File: src/rtl/cfg_mode_pkg.sv
package cfg_mode_pkg;

  localparam int unsigned TYPE_W = 8;
  localparam int unsigned ARG_W  = 2;

  localparam logic [TYPE_W-1:0] CMD_RATE  = 8'h01;
  localparam logic [TYPE_W-1:0] CMD_CODEC = 8'h02;
  localparam logic [TYPE_W-1:0] CMD_BAUD  = 8'h03;

  typedef enum logic [1:0] {
    RATE_2400 = 2'b00,
    RATE_1200 = 2'b01,
    RATE_600  = 2'b10,
    RATE_LOOP = 2'b11
  } rate_e;

  typedef enum logic {
    ST_SAMPLE = 1'b0,
    ST_RUN    = 1'b1
  } ctl_state_e;

  // Strobes handed from control to datapath.
  typedef struct packed {
    logic             loadStrap;
    logic             wrRate;
    logic             wrCodec;
    logic             wrBaud;
    logic [ARG_W-1:0] arg;
  } cfg_strobe_t;

  function automatic int unsigned baudOf(input logic [1:0] sel);
    case (sel)
      2'b00:   return 115200;
      2'b01:   return 9600;
      2'b10:   return 4800;
      default: return 2400;
    endcase
  endfunction

endpackage

File: src/rtl/cfg_mode_ctl.sv
module cfg_mode_ctl
  import cfg_mode_pkg::*;
(
  input  logic              clk,
  input  logic              rstN,
  input  logic              cmdValid,
  input  logic [TYPE_W-1:0] cmdType,
  input  logic [ARG_W-1:0]  cmdArg,
  output cfg_strobe_t       strb,
  output logic              cmdErr
);

  ctl_state_e state;
  logic       knownType;
  logic       errR;

  // One sampling cycle after reset, then run forever.
  always_ff @(posedge clk or negedge rstN) begin
    if (!rstN) state <= ST_SAMPLE;
    else       state <= ST_RUN;
  end

  assign knownType = (cmdType == CMD_RATE) || (cmdType == CMD_CODEC) ||
                     (cmdType == CMD_BAUD);

  always_comb begin
    strb           = '0;
    strb.loadStrap = (state == ST_SAMPLE);
    strb.arg       = cmdArg;
    if (state == ST_RUN && cmdValid) begin
      case (cmdType)
        CMD_RATE:  strb.wrRate  = 1'b1;
        CMD_CODEC: strb.wrCodec = 1'b1;
        CMD_BAUD:  strb.wrBaud  = 1'b1;
        default:   ;
      endcase
    end
  end

  always_ff @(posedge clk or negedge rstN) begin
    if (!rstN) errR <= 1'b0;
    else       errR <= (state == ST_RUN) && cmdValid && !knownType;
  end

  assign cmdErr = errR;

endmodule

File: src/rtl/cfg_mode_dp.sv
module cfg_mode_dp
  import cfg_mode_pkg::*;
#(
  parameter int unsigned CLK_HZ = 100_000_000,
  parameter int unsigned DIV_W  = 16
) (
  input  logic             clk,
  input  logic             rstN,
  input  cfg_strobe_t      strb,
  input  logic [1:0]       strapRate,
  input  logic             strapCodec,
  input  logic [1:0]       strapBaud,
  input  logic             txIdle,
  output logic [1:0]       rateCode,
  output logic             loopMode,
  output logic             codecSel,
  output logic [DIV_W-1:0] baudDiv
);

  localparam int unsigned N_BAUD = 4;

  rate_e      rateR;
  logic       codecR;
  logic [1:0] baudR;
  logic [1:0] pendR;
  logic       pendV;
  logic       applyBaud;

  logic [DIV_W-1:0] divTab [N_BAUD];

  // Rounded divisor per baud code, fixed at elaboration.
  for (genvar g = 0; g < N_BAUD; g++) begin : g_div
    localparam int unsigned BAUD = baudOf(2'(g));
    localparam int unsigned DIVV = (CLK_HZ + BAUD / 2) / BAUD;
    assign divTab[g] = DIV_W'(DIVV);
  end

  assign applyBaud = pendV && txIdle;

  always_ff @(posedge clk or negedge rstN) begin
    if (!rstN) begin
      rateR  <= RATE_2400;
      codecR <= 1'b0;
      baudR  <= 2'b00;
      pendR  <= 2'b00;
      pendV  <= 1'b0;
    end else if (strb.loadStrap) begin
      rateR  <= rate_e'(strapRate);
      codecR <= strapCodec;
      baudR  <= strapBaud;
      pendR  <= strapBaud;
      pendV  <= 1'b0;
    end else begin
      if (strb.wrRate)  rateR  <= rate_e'(strb.arg);
      if (strb.wrCodec) codecR <= strb.arg[0];
      if (applyBaud)    baudR  <= pendR;
      if (strb.wrBaud) begin
        pendR <= strb.arg;
        pendV <= 1'b1;
      end else if (applyBaud) begin
        pendV <= 1'b0;
      end
    end
  end

  assign rateCode = rateR;
  assign loopMode = (rateR == RATE_LOOP);
  assign codecSel = codecR;
  assign baudDiv  = divTab[baudR];

endmodule

File: src/rtl/cfg_mode_ctrl.sv
module cfg_mode_ctrl
  import cfg_mode_pkg::*;
#(
  parameter  int unsigned CLK_HZ = 100_000_000,
  localparam int unsigned DIV_W  = $clog2(CLK_HZ / 2400 + 2)
) (
  input  logic              clk,
  input  logic              rstN,
  input  logic [1:0]        strapRate,
  input  logic              strapCodec,
  input  logic [1:0]        strapBaud,
  input  logic              cmdValid,
  input  logic [TYPE_W-1:0] cmdType,
  input  logic [ARG_W-1:0]  cmdArg,
  input  logic              txIdle,
  output logic [1:0]        rateCode,
  output logic              loopMode,
  output logic              codecSel,
  output logic [DIV_W-1:0]  baudDiv,
  output logic              cmdErr
);

  cfg_strobe_t strb;

  cfg_mode_ctl u_ctl (
    .clk      (clk),
    .rstN     (rstN),
    .cmdValid (cmdValid),
    .cmdType  (cmdType),
    .cmdArg   (cmdArg),
    .strb     (strb),
    .cmdErr   (cmdErr)
  );

  cfg_mode_dp #(
    .CLK_HZ (CLK_HZ),
    .DIV_W  (DIV_W)
  ) u_dp (
    .clk        (clk),
    .rstN       (rstN),
    .strb       (strb),
    .strapRate  (strapRate),
    .strapCodec (strapCodec),
    .strapBaud  (strapBaud),
    .txIdle     (txIdle),
    .rateCode   (rateCode),
    .loopMode   (loopMode),
    .codecSel   (codecSel),
    .baudDiv    (baudDiv)
  );

endmodule

File: config.mk
export PLATFORM = sky130hd
export DESIGN_NAME = cfg_mode_ctrl
export DESIGN_NICKNAME = d
export VERILOG_FILES = /design/src/rtl/cfg_mode_pkg.sv /design/src/rtl/cfg_mode_ctl.sv /design/src/rtl/cfg_mode_dp.sv /design/src/rtl/cfg_mode_ctrl.sv
export SDC_FILE = /design/constraint.sdc
export NUM_CORES = 1
export LEC_CHECK = 0
export BUFFER_PORTS_ARGS = -buffer_cell sky130_fd_sc_hd__buf_2
export CAP_MARGIN = 20
export CORE_MARGIN = 2
export CORE_UTILIZATION = 43
export DETAILED_ROUTE_END_ITERATION = 16
export PLACE_DENSITY_LB_ADDON = 0.3
export REMOVE_ABC_BUFFERS = 1
export SYNTH_ARGS = -nofsm -noshare
export SYNTH_HDL_FRONTEND = slang
export SYNTH_SLANG_ARGS = --single-unit
File: constraint.sdc
create_clock -name clk -period 1.6 [get_ports clk]
set_input_delay 0.24 -clock clk [delete_from_list [all_inputs] [get_ports clk]]
set_output_delay 0.24 -clock clk [all_outputs]
set_load 0.03 [all_outputs]
### Word level (Yosys, flattened, before mapping)

Cells that the tools add are included.

| operators by class | value |
|---|---|
| eq/ne operators | 9 |
| mux-type cells | 18 |
| reductions and logical operators | 6 |
| bitwise operators | 1 |
| order comparisons | 1 |

Operators with widths:

| operator | count |
|---|---|
| $bmux 16 s2 | 1 |
| $mux 16 | 2 |
| $eq 8x2->1 const B | 2 |
| $mux 2 | 6 |
| $eq 8x1->1 const B | 1 |
| $mux 1 | 8 |
| $ne 2x2->1 const B | 3 |
| $ge 3x3->1 const B | 1 |
| $logic_and 1x1->1 | 3 |
| $mux 3 | 1 |
| $ne 3x2->1 const B | 1 |
| $not 2->3 | 1 |
| $eq 2x2->1 const B | 1 |
| $logic_or 1x1->1 | 2 |
| $ne 2x1->1 const B | 1 |
| $logic_not 1->1 | 1 |

| word-level totals | value |
|---|---|
| register bits after elaboration | 10 |
| output and inout port bits | 21 |
| input bits | 19 |
| logic and storage cells | 42 |

### Logic depth before layout (Yosys ltp)

| logic depth | value |
|---|---|
| depth in word-level cells | 5 |
| depth in mapped cells | 4 |
| depth with buffers taken out | 3 |

### Cells and area by module

Synthesis repeated with hierarchy kept, for this count alone.

| unflattened totals | value |
|---|---|
| cells, all modules | 72 |
| area, all modules | 689.4 um^2 |

Modules (own cells, without submodules):

| module | cells an instance | sequential area each (um^2) | instances | area an instance (um^2) |
|---|---|---|---|---|
| cfg_mode_dp | 56 | 200.2 | 1 | 546.8 |
| cfg_mode_ctl | 16 | 50.0 | 1 | 142.6 |

### Least setup slack after synthesis

No wires, ideal clock.

| timing path | value |
|---|---|
| path type | register to output |
| start | register u_dp.baudR[0] |
| end | output port baudDiv[8] |
| buffers on the path | 0 |
| cell stages (with the launch flop) | 4 |
| arrival | 1.273 ns |
| required time | 1.360 ns |
| setup slack | 0.087 ns |
| cell sequence | dfrtp_1 > inv_1 > ha_1 > or2_2 |

| on the way | value |
|---|---|
| word-level cells in the longest chain between the ends | 4 |

Ends and longest elaborated chain:

| element | RTL line | text |
|---|---|---|
| start, declared | cfg_mode_dp.sv:24 | `logic [1:0] baudR;` |
| start signal, assigned | cfg_mode_dp.sv:50 | `baudR <= strapBaud;` |
| start signal, assigned | cfg_mode_dp.sv:56 | `if (applyBaud) baudR <= pendR;` |
| $not 2->3 (not written as such) | cfg_mode_dp.sv:69 | `assign baudDiv = divTab[baudR];` |
| $bmux 16 s2 | cfg_mode_dp.sv:69 |  |
| $mux 16 (not written as such) (2 in series) | cfg_mode_dp.sv:69 |  |
| end, declared | cfg_mode_ctrl.sv:19 | `output logic [DIV_W-1:0] baudDiv,` |

Every way passes these cells. The select of a mux whose other input is x is not followed.

### Worst setup path in the final report

| timing path | value |
|---|---|
| start | register u_dp.baudR[1] |
| end | output port baudDiv[9] |

The elaborated chain is that of the path after synthesis.

==> flow_metrics.py <==
metrics = {
    "run_status": {
        "outcome": "finished clean",
    },
    "routing": {
        "routed_wl_mm": 1.542,
        "antenna_left": 0,
        "vias_per_cell": 5.107,
        "drt-pass1-iter-count": 3,
        "post-route-drc-count": 0,
        "drt-wirelength-per-cell_um": 11.77,
        "drt_iter0_drc": 3,
        "vias": 669,
    },
    "min_path": {
        "hp-class": "input pin to register",
    },
    "clock_network": {
        "cts_tree": "done",
        "clock_latency_ps": 270,
        "path_clk_slew_ps": 70,
        "htree_levels": 1,
        "clock_sinks": 10,
        "numCtsBuffers": 3,
        "clockBufferDepth": 2,
        "cts_root_buf": "clkbuf_4",
    },
    "sta": {
        "finalCriticalPeriod_ps": 1543,
        "fin_ws_ps": 57.45,
        "fmax_mhz": 648.3,
        "setup_violations": 0,
        "finalHoldViolations": 0,
        "finalClockSkew_ps": 2.720,
        "min_period_over_period": 0.9641,
        "slew_violations": 0,
    },
    "yosys": {
        "yosys_warnings": 0,
        "synth_compound_area_frac": 0.09499,
        "ys_top_cells_by_area": "dfrtp_1, ha_1, buf_4",
        "async_flop_share": 1.000,
        "ys_ff_latch": 10,
        "synth_top_family_by_area": "simple AND/OR/NAND/NOR gates",
        "synthFlopType": "dfrtp_1",
        "avgSynthCellArea_um2": 9.408,
        "synthAdderAreaFrac": 0.1209,
        "syn_inst": 77,
        "synth_edf_count": 0,
        "muxShareOfSynthArea": 0.02763,
        "syn_area_um2": 724.4,
        "synth-simple-area-share": 0.2608,
        "ys_seq_area_frac": 0.3454,
        "synth_xor_area_frac": 0,
        "synth_top_area_frac": 0.3454,
        "synth_cell_types": 29,
        "yosys.area.top_type": "dfrtp_1",
    },
    "cells_and_area": {
        "fillCellCount": 142,
        "antenna_cells": 0,
        "nets": 142,
        "instances_no_fill": 131,
        "area_growth_pct": 35.92,
        "drive_above_1_share": 0.4783,
        "final_area_um2": 984.7,
    },
    "flow_run": {
        "cap_violations": 0,
    },
    "floorplan": {
        "ios": 40,
        "initial_utilization": 0.4700,
        "core_area_um2": 1541,
        "fp.dieW_um": 45.05,
        "die_area_um2": 2029,
        "rows": 14,
        "die_h_um": 45.05,
    },
    "critical_path": {
        "worstSetupPathType": "register to output port",
        "cp-start-kind": "register",
        "cp_max_fo": 4,
        "critPathRequiredTime_ps": 1360,
        "arrival_ps": 1300,
        "crit_path_end_kind": "output port",
    },
    "global_route": {
        "met1_usage": 0.1959,
        "met3_usage": 0.07200,
        "grt-busiest-layer": "met2",
        "grt_pass1_vias": 642,
        "grt_max_degree": 18,
        "grt-ovfl-total": 0,
        "antenna_found_initial": 0,
        "track_usage": 0.1795,
        "met2_usage": 0.3086,
        "grt_pass1_wl_mm": 2.546,
    },
    "placed_design": {
        "dp_cells": 123,
        "hpwl_mm": 1.214,
        "port_buffers": 37,
        "dp_slack_ps": 127.7,
        "place_area_um2": 880.8,
        "finalWeightedCongestion": 0.7216,
    },
    "power_and_ir_drop": {
        "p_leak_nw": 0.5219,
        "ir_drop_mv": 0.5928,
        "p_per_area_nw_per_um2": 817.2,
    },
}
==> synthesized netlist by cell type (2+ instances only) <==
master / count
o221ai_1: 3
nand4_1: 3
buf_4: 7
conb_1: 2
nor2b_1: 2
clkbuf_1: 2
mux2i_1: 2
a21oi_1: 2
ha_1: 7
nor2_1: 3
nor4_1: 2
nand2_1: 5
dfrtp_1: 10
inv_1: 11
a311oi_1: 2
==> worst max-delay path: stages (launching register included) <==
cell and delay (ps):
dfrtp_1 410, inv_2 70, buf_4 140, ha_4 250, inv_1 40, buf_6 130
==> state kept, by name (all words and copies together), names as in the netlist <==
register / count
u_dp.baudR: 2
u_dp.pendR: 2
u_dp.rateCode: 2
u_ctl.cmdErr: 1
u_ctl.state: 1
u_dp.codecSel: 1
u_dp.pendV: 1
==> power by group <==
group          switching [mW]  internal (mW)  leakage, nW
logic                   0.180          0.107        0.381
clock network          0.0908          0.138       0.0210
registers              0.0175          0.271        0.119
==> placed cells by master (no fill, tap or decap), types with 3 or more instances in the layout <==
cell type  instances
buf_2             34
dfrtp_1           10
inv_1              9
nand2_1            5
ha_1               4
clkbuf_4           4
buf_4              4
nor2_1             3
nand4_1            3
o221ai_1           3
conb_1             3
==> cell type report <==
cell class | instances | area, um2 | area share
Tap cell | 16 | 20.02 | 0.02033
Clock buffer | 4 | 36.28 | 0.03685
Sequential cell | 10 | 250.2 | 0.2541
Inverter | 11 | 41.29 | 0.04193
Timing Repair Buffer | 42 | 240.2 | 0.2440
Multi-Input combinational cell | 48 | 396.6 | 0.4028
==> what timing repair did <==
item                                    CTS  global route
setup buffers                             3             0
endpoints found under the setup margin    1             3
hold buffers                              1             0
endpoints found under the hold margin    10             0
gates cloned                              0             0
resized for setup                         5             6
==> path summary, 6_finish.rpt <==
path / startpoint / to / slack (ps) / cells after the start
setup / recovery: u_dp.baudR[1] / baudDiv[9] / 60 / 5
hold / removal: strapBaud[1] / u_dp.baudR[1] / 240 / 3
setup reg to reg: u_ctl.state / u_dp.pendR[1] / 360 / 3
hold reg to reg: u_dp.pendV / u_dp.pendV / 540 / 2
max in group asynchronous: rstN / u_dp.pendV / 1070 / 2
min in group asynchronous: rstN / u_dp.pendR[0] / 350 / 2
==> kinds of logic (layout without fill, tap and decap cells) <==
group | Yosys count | count (layout)
flip-flops | 10 | 10
AO/OA/AOI/OAI | 9 | 9
AND/OR/NAND/NOR | 27 | 27
buffers and inverters | 20 | 57
adder cells (fa/ha/maj) | 7 | 7
other | 2 | 3
multiplexers | 2 | 2
==> through the flow <==
step                      hold slack [ps]  power [mW]  TNS (ps)  utilization
after floorplan                    -55.59      0.4555    -725.0            -
after global placement              107.1      0.5399         0       0.5714
after detailed placement            109.1      0.5471         0       0.5714
after CTS                           227.5      0.8001    -9.376       0.6234
after global routing                255.2      0.8551    -3.493       0.6388
final                               236.9      0.8047         0       0.6388
==> routing by layer <==
layer / vias up / wire, um
li1: 332 / -
met1: 309 / 587
met2: 24 / 819
met3: 4 / 109
met4: 0 / 26
met5: - / 0
(Power assumes the default switching activity.)
